--- src/rtl/cfg_parport_pkg.sv ---
package cfg_parport_pkg;

    typedef enum logic [1:0] {
        PP_IDLE  = 2'd0,
        PP_WRITE = 2'd1,
        PP_FLUSH = 2'd2
    } pp_state_e;

endpackage

--- src/rtl/cfg_parport_bitrev.sv ---
module cfg_parport_bitrev #(
    parameter int DATA_W = 8
) (
    input  logic [DATA_W-1:0] bus_in,
    output logic [DATA_W-1:0] word_out
);

    // Line 0 of the bus carries the MSB; flip into normal order.
    for (genvar i = 0; i < DATA_W; i++) begin : g_rev
        assign word_out[DATA_W-1-i] = bus_in[i];
    end

endmodule

--- src/rtl/cfg_parport_flushcnt.sv ---
module cfg_parport_flushcnt #(
    parameter int FLUSH_CYCLES = 4
) (
    input  logic cclk,
    input  logic rst_n,
    input  logic start,
    input  logic active,
    output logic done
);

    localparam int CNT_W = $clog2(FLUSH_CYCLES + 1);
    localparam logic [CNT_W-1:0] LAST = CNT_W'(FLUSH_CYCLES - 1);

    logic [CNT_W-1:0] cnt;

    always_ff @(posedge cclk or negedge rst_n) begin
        if (!rst_n) begin
            cnt <= '0;
        end else if (start) begin
            cnt <= '0;
        end else if (active && cnt != LAST) begin
            cnt <= cnt + 1'b1;
        end
    end

    assign done = active && (cnt == LAST);

endmodule

--- src/rtl/cfg_parport_fsm.sv ---
module cfg_parport_fsm
    import cfg_parport_pkg::*;
(
    input  logic cclk,
    input  logic rst_n,
    input  logic cs_n,
    input  logic wr_n,
    input  logic sink_ready,
    input  logic flush_done,
    output logic busy,
    output logic accept,
    output logic abort_req,
    output logic flushing,
    output logic abort_seen
);

    pp_state_e state, state_nx;
    logic      seq_start;

    // State register
    always_ff @(posedge cclk or negedge rst_n) begin
        if (!rst_n) begin
            state <= PP_IDLE;
        end else begin
            state <= state_nx;
        end
    end

    // Sticky abort status
    always_ff @(posedge cclk or negedge rst_n) begin
        if (!rst_n) begin
            abort_seen <= 1'b0;
        end else if (abort_req) begin
            abort_seen <= 1'b1;
        end else if (seq_start) begin
            abort_seen <= 1'b0;
        end
    end

    // Next state
    always_comb begin
        state_nx = state;
        unique case (state)
            PP_IDLE: begin
                if (!cs_n && !wr_n) state_nx = PP_WRITE;
            end
            PP_WRITE: begin
                if (cs_n)      state_nx = PP_IDLE;
                else if (wr_n) state_nx = PP_FLUSH;
            end
            PP_FLUSH: begin
                if (flush_done) state_nx = PP_IDLE;
            end
            default: state_nx = PP_IDLE;
        endcase
    end

    // Outputs
    always_comb begin
        flushing  = (state == PP_FLUSH);
        busy      = flushing || !sink_ready;
        accept    = !cs_n && !wr_n && !busy;
        seq_start = (state == PP_IDLE) && !cs_n && !wr_n;
        abort_req = (state == PP_WRITE) && !cs_n && wr_n;
    end

endmodule

--- src/rtl/cfg_parport_outreg.sv ---
module cfg_parport_outreg #(
    parameter int DATA_W = 8
) (
    input  logic              cclk,
    input  logic              rst_n,
    input  logic              load,
    input  logic [DATA_W-1:0] load_data,
    input  logic              ready,
    output logic              valid,
    output logic [DATA_W-1:0] data
);

    always_ff @(posedge cclk or negedge rst_n) begin
        if (!rst_n) begin
            valid <= 1'b0;
            data  <= '0;
        end else if (load) begin
            valid <= 1'b1;
            data  <= load_data;
        end else if (ready) begin
            valid <= 1'b0;
        end
    end

endmodule

--- src/rtl/cfg_parport.sv ---
module cfg_parport #(
    parameter int DATA_W       = 8,
    parameter int FLUSH_CYCLES = 4
) (
    input  logic              cclk,
    input  logic              rst_n,
    input  logic              cs_n,
    input  logic              wr_n,
    input  logic [DATA_W-1:0] din,
    output logic              busy,
    output logic [DATA_W-1:0] dout,
    output logic              dout_valid,
    input  logic              dout_ready,
    output logic              abort_seen
);

    logic              accept;
    logic              abort_req;
    logic              flushing;
    logic              flush_done;
    logic [DATA_W-1:0] din_rev;

    cfg_parport_fsm u_fsm (
        .cclk       (cclk),
        .rst_n      (rst_n),
        .cs_n       (cs_n),
        .wr_n       (wr_n),
        .sink_ready (dout_ready),
        .flush_done (flush_done),
        .busy       (busy),
        .accept     (accept),
        .abort_req  (abort_req),
        .flushing   (flushing),
        .abort_seen (abort_seen)
    );

    cfg_parport_flushcnt #(.FLUSH_CYCLES(FLUSH_CYCLES)) u_flush (
        .cclk   (cclk),
        .rst_n  (rst_n),
        .start  (abort_req),
        .active (flushing),
        .done   (flush_done)
    );

    cfg_parport_bitrev #(.DATA_W(DATA_W)) u_rev (
        .bus_in   (din),
        .word_out (din_rev)
    );

    cfg_parport_outreg #(.DATA_W(DATA_W)) u_out (
        .cclk      (cclk),
        .rst_n     (rst_n),
        .load      (accept),
        .load_data (din_rev),
        .ready     (dout_ready),
        .valid     (dout_valid),
        .data      (dout)
    );

endmodule

--- config.mk ---
export PLATFORM = sky130hd
export DESIGN_NAME = cfg_parport
export DESIGN_NICKNAME = d
export VERILOG_FILES = /design/src/rtl/cfg_parport_pkg.sv /design/src/rtl/cfg_parport_bitrev.sv /design/src/rtl/cfg_parport_flushcnt.sv /design/src/rtl/cfg_parport_fsm.sv /design/src/rtl/cfg_parport_outreg.sv /design/src/rtl/cfg_parport.sv
export SDC_FILE = /design/constraint.sdc
export NUM_CORES = 1
export LEC_CHECK = 0
export BUFFER_PORTS_ARGS = -buffer_cell sky130_fd_sc_hd__buf_2
export CAP_MARGIN = 20
export CELL_PAD_IN_SITES_DETAIL_PLACEMENT = 0
export CELL_PAD_IN_SITES_GLOBAL_PLACEMENT = 2
export CORE_MARGIN = 1
export CORE_UTILIZATION = 29
export CTS_BUF_LIST = sky130_fd_sc_hd__clkbuf_8 sky130_fd_sc_hd__clkbuf_16
export DETAILED_ROUTE_END_ITERATION = 7
export PLACE_DENSITY = 0.79
export SYNTH_ARGS = -nofsm -noshare
export SYNTH_HDL_FRONTEND = slang
export SYNTH_SLANG_ARGS = --single-unit
export TNS_END_PERCENT = 30
--- constraint.sdc ---
create_clock -name cclk -period 1.8 [get_ports cclk]
set_input_delay 0.36 -clock cclk [delete_from_list [all_inputs] [get_ports cclk]]
set_output_delay 0.36 -clock cclk [all_outputs]
set_load 0.05 [all_outputs]
## Yosys cells after proc, flatten, opt, wreduce, memory -nomap -nowiden

Index checks and enable logic that the tools add are counted.

- Latch bits: 0
- Input port bits: 13
- Register bits: 15
- Memory bits (read-only): 0
- Word-level logic and storage cells: 42
- Memory bits (writable): 0
- Memories kept: 0

- Equality and inequality tests: 7
- Divide/modulo/power cells: 0
- Bitwise logic cells: 0
- Reduce and logical (&&, ||, !) cells: 18
- $add $sub $neg: 1
- $lt $le $gt $ge: 0
- Muxes and demuxes: 11
- Shift operators: 0
- $mul: 0

Operators with widths:

| kind | count |
|---|---|
| $logic_and 1x1->1 | 8 |
| $mux 2 | 4 |
| $mux 3 | 2 |
| $pmux 2 s3 | 1 |
| $reduce_bool 2->1 | 3 |
| $logic_not 1->1 | 4 |
| $mux 1 | 4 |
| $add 3x1->3 const B | 1 |
| $eq 3x2->1 const B | 1 |
| $ne 3x2->1 const B | 1 |
| $ne 3x3->1 const B | 1 |
| $reduce_and 3->1 | 1 |
| $eq 2x1->1 const B | 1 |
| $eq 2x2->1 const B | 1 |
| $logic_not 2->1 | 1 |
| $ne 2x1->1 const B | 1 |
| $ne 2x2->1 const B | 1 |
| $logic_or 1x1->1 | 1 |

## Longest topological paths before layout

- Word-level depth: 5
- Gate-level depth with buffers: 5
- Mapped depth without buffers: 5

## Cells and area by module

Synthesis repeated with hierarchy kept, for this count alone.

- Cells, all modules: 58
- Area total of the unflattened synthesis: 757.0 um2

By module, submodules not included:

| module | cells each | instances | sequential area each (um2) | area an instance (um2) |
|---|---|---|---|---|
| cfg_parport_outreg | 20 | 1 | 225.2 | 369.1 |
| cfg_parport_flushcnt | 16 | 1 | 75.1 | 183.9 |
| cfg_parport_fsm | 14 | 1 | 75.1 | 143.9 |
| cfg_parport_bitrev | 8 | 1 | 0.0 | 60.1 |

## Worst setup path after synthesis

OpenSTA, ideal clock, no wires.

- Path kind: reg2reg
- From: register u_flush.cnt[0]
- To: register u_flush.cnt[1]
- Data arrival time: 1.262 ns
- Period minus slack after synthesis: 1.380 ns
- Slack: 0.420 ns
- Data required time: 1.681 ns
- Stages on the path, launching flop included: 6
- Path through: dfrtp_1 > ha_1 > ha_1 > nor3b_4 > mux2i_1 > nor2_1

- Cells in the longest elaborated chain, start to end: 3
- Elaborated cells between the ends (all ways): 6
- Those cells by class: 1 x add/sub; 1 x eq/ne; 2 x mux; 2 x reduce/logical

Ends and longest elaborated chain:

| what | RTL line | source |
|---|---|---|
| from (decl) | cfg_parport_flushcnt.sv:14 | `logic [CNT_W-1:0] cnt;` |
| from (signal assigned) | cfg_parport_flushcnt.sv:22 | `cnt <= cnt + 1'b1;` |
| $add 3x1->3 / $ne 3x2->1 (equally long branches) | cfg_parport_flushcnt.sv:22, cfg_parport_flushcnt.sv:21 |  |
| $mux 3 / $logic_and 1x1->1 (equally long branches) | cfg_parport_flushcnt.sv:21 | `end else if (active && cnt != LAST) begin` |
| $mux 3 / $reduce_bool 2->1 (equally long branches) | - |  |

Several ways; a longest one is shown, not always the timed one. The select of a mux whose other input is x is not followed.
A chain may end at the register's enable or synchronous reset.

## Worst setup path in the final report

- From: register u_fsm.state[0]
- To: output busy

- Cells in the longest elaborated chain, start to end: 2

Ends and longest elaborated chain:

| what | RTL line | source |
|---|---|---|
| from (decl) | cfg_parport_fsm.sv:17 | `pp_state_e state, state_nx;` |
| from (signal assigned) | cfg_parport_fsm.sv:25 | `state <= state_nx;` |
| $eq 2x2->1 | cfg_parport_fsm.sv:60 | `flushing = (state == PP_FLUSH);` |
| $logic_or 1x1->1 | cfg_parport_fsm.sv:61 | `busy = flushing \|\| !sink_ready;` |
| to (decl) | cfg_parport.sv:10 | `output logic busy,` |

Every way passes these cells.

==> impl_metrics.json <==
{
  "num_io_pins": 24,
  "yosysWarnings": 0,
  "initial_core_util_pct": 31.6,
  "yosysMostFrequentCell": "dfrtp_1",
  "antenna_cells": 0,
  "yosys.area.top_type_share_pct": 59.4,
  "postLayoutSetupSlackWorst_ns": 0.212,
  "synth-edff-count": 0,
  "grt_setup_unrepaired": "no",
  "cts_tree": "built",
  "ant_nets": 0,
  "vias": 425,
  "postCtsResizedCells": 0,
  "dr.pass1.iters": 3,
  "wire_per_inst_um": 10.4,
  "fp-row-count": 16,
  "viasPerCell": 4.34,
  "worstPathRequired_ns": 1.44,
  "power_density_mw_per_mm2": 1570,
  "endpoint_kind": "primary output",
  "yosys-top-cells-count": "dfrtp_1, mux2_2, nor2_1, ha_1, inv_1",
  "avgSynthCellArea_um2": 14.4,
  "status": "finished clean",
  "die_height_um": 48.7,
  "die_w_um": 48.7,
  "rrSetupSlack_ns": 0.35,
  "hold_viol_final": 0,
  "grt_pass1_wl_mm": 1.78,
  "synthFlopType": "dfrtp_1",
  "drv_slew": 0,
  "drt_iter0_drc": 8,
  "area_delta_synth_final_pct": 30.7,
  "clk_latency_ns": 0.25,
  "synthesis.nets": 59,
  "fin_crit_ns": 1.59,
  "hp-class": "input pin to async pin",
  "pre_cts_ws_ns": 0.353,
  "ctsHoldBuffers": 0,
  "cts_made_buffers": 3,
  "tns_ns": 0,
  "grt_pass1_vias": 386,
  "track_usage_pct": 9.99,
  "max_slew.worst_pin.slew_ns": 0.327,
  "path_max_fanout": 4,
  "multi_input_area_um2": 249,
  "finalSetupViolCount": 0,
  "register_area_um2": 375,
  "path_class": "flop to primary output",
  "fillers": 206,
  "worstPathArrival_ns": 1.23,
  "fmax_mhz": 630,
  "io_buffers": 23,
  "synth_cell_types": 18,
  "postCtsSetupRepairBufs": 0,
  "yosys.area.top_type": "dfrtp_1",
  "cts_root_buffer": "clkbuf_8",
  "drt-total-wl_mm": 1.02,
  "finalNetCount": 87,
  "ys_seq_area_share_pct": 59.4,
  "grt_antenna_before_repair": 0,
  "ir_drop_uv": 736,
  "grt_max_degree": 16,
  "ys_ff_latch": 15,
  "drv_cap": 0,
  "coreArea_mm2": 0.00200,
  "netlist_top_cells_area": "dfrtp_1, mux2_2, ha_1",
  "cts_sinks": 15,
  "skew_ns": 0.00468,
  "gp_congestion": 0.672,
  "overflow": 0,
  "synthArstFlopShare_pct": 100,
  "htree_num_levels": 1,
  "synth_cells": 44,
  "critPathLaunch": "u_fsm.state[0]$_DFFE_PN0P_",
  "drc": 0,
  "p_leak_uw": 0.000405,
  "timing.final.crit_share_pct": 88.2,
  "clkTransAtPathRegs_ns": 0.06,
  "drive_gt1_share_pct": 54.9,
  "r2r-start": "u_flush.cnt[0]$_DFFE_PN0P_",
  "start_kind": "flop",
  "hold_slack_ns": 0.00376,
  "max_slew_margin_pct": 78.2,
  "syn_area_um2": 632,
  "final_util_pct": 41.3,
  "cts_buffer_depth": 2,
  "die_area_mm2": 0.00237
}
[placed cells by master, fill, tap and decap left out, drive strengths merged]
cell type	n
mux2	8
nand2	1
inv	3
nor3	1
dfrtp	15
and4bb	1
nor2	4
a211oi	1
o41ai	1
o21ai	1
xnor2	1
nand3	1
nor3b	1
mux2i	1
or2	1
buf	23
clkbuf	3
nand2b	2
ha	2
[cells by family (layout without fill, tap and decap cells)]
group           count (synthesis)  in the layout  share of synthesized area [%]
simple gates                   12             12                           14.9
fa+ha+maj                       2              2                           3.96
buf+inv                         2             29                           1.19
flops                          15             15                           59.4
xor+xnor                        1              1                           1.39
compound gates                  3              3                           3.37
mux                             9              9                           15.8
[state kept, by name, summed over array words and instances, names as in the netlist]
register,cells
u_out.data,8
u_fsm.abort_seen,1
u_flush.cnt,3
u_out.valid,1
u_fsm.state,2
[through the flow]
step	instance area (um2)	total power, uW	cells
floorplan	632	924	44
detailed placement	781	1050	94
CTS	826	1320	98
global placement	781	1040	94
finish	826	1300	98
global route	826	1380	98
[cell type report]
type,count,share of cell area [%]
clock inverter,1,0.455
sequential,15,45.5
timing repair buffer,23,13.9
clock buffer,3,5.00
tap,27,4.09
inverter,2,0.909
multi-input combinational,27,30.2
[worst max-delay path, stage by stage (launching register included)]
cell and delay, ns:
dfrtp_1 0.43, nand2b_2 0.23, nand2_1 0.07, buf_2 0.25
[metal layers]
layer | vias to the layer above | GRT usage (%) | wire [um]
met2 | 12 | 15.0 | 480
met5 | - | 0 | 0
li1 | 209 | - | -
met1 | 201 | 12.6 | 481
met4 | 0 | 2.94 | 10
met3 | 3 | 4.72 | 47
[power breakdown]
part           switching [uW]  internal, uW  total, uW
Sequential               58.7           444        503
Clock                     109           151        260
Combinational             361           175        536
Total                     528           770       1300
[final timing paths]
| path | end | cells past startpoint |
|---|---|---|
| worst min-delay path | u_out.data[6]$_DFFE_PN0P_ | 1 |
| worst min register to register | u_out.data[3]$_DFFE_PN0P_ | 1 |
| worst max-delay path | busy | 3 |
| min in group cclk | u_fsm.state[0]$_DFFE_PN0P_ | 2 |
| worst max register to register | u_flush.cnt[1]$_DFFE_PN0P_ | 5 |
| max in group asynchronous | u_out.data[3]$_DFFE_PN0P_ | 1 |
Note: power is estimated with default switching activity, not from simulation.
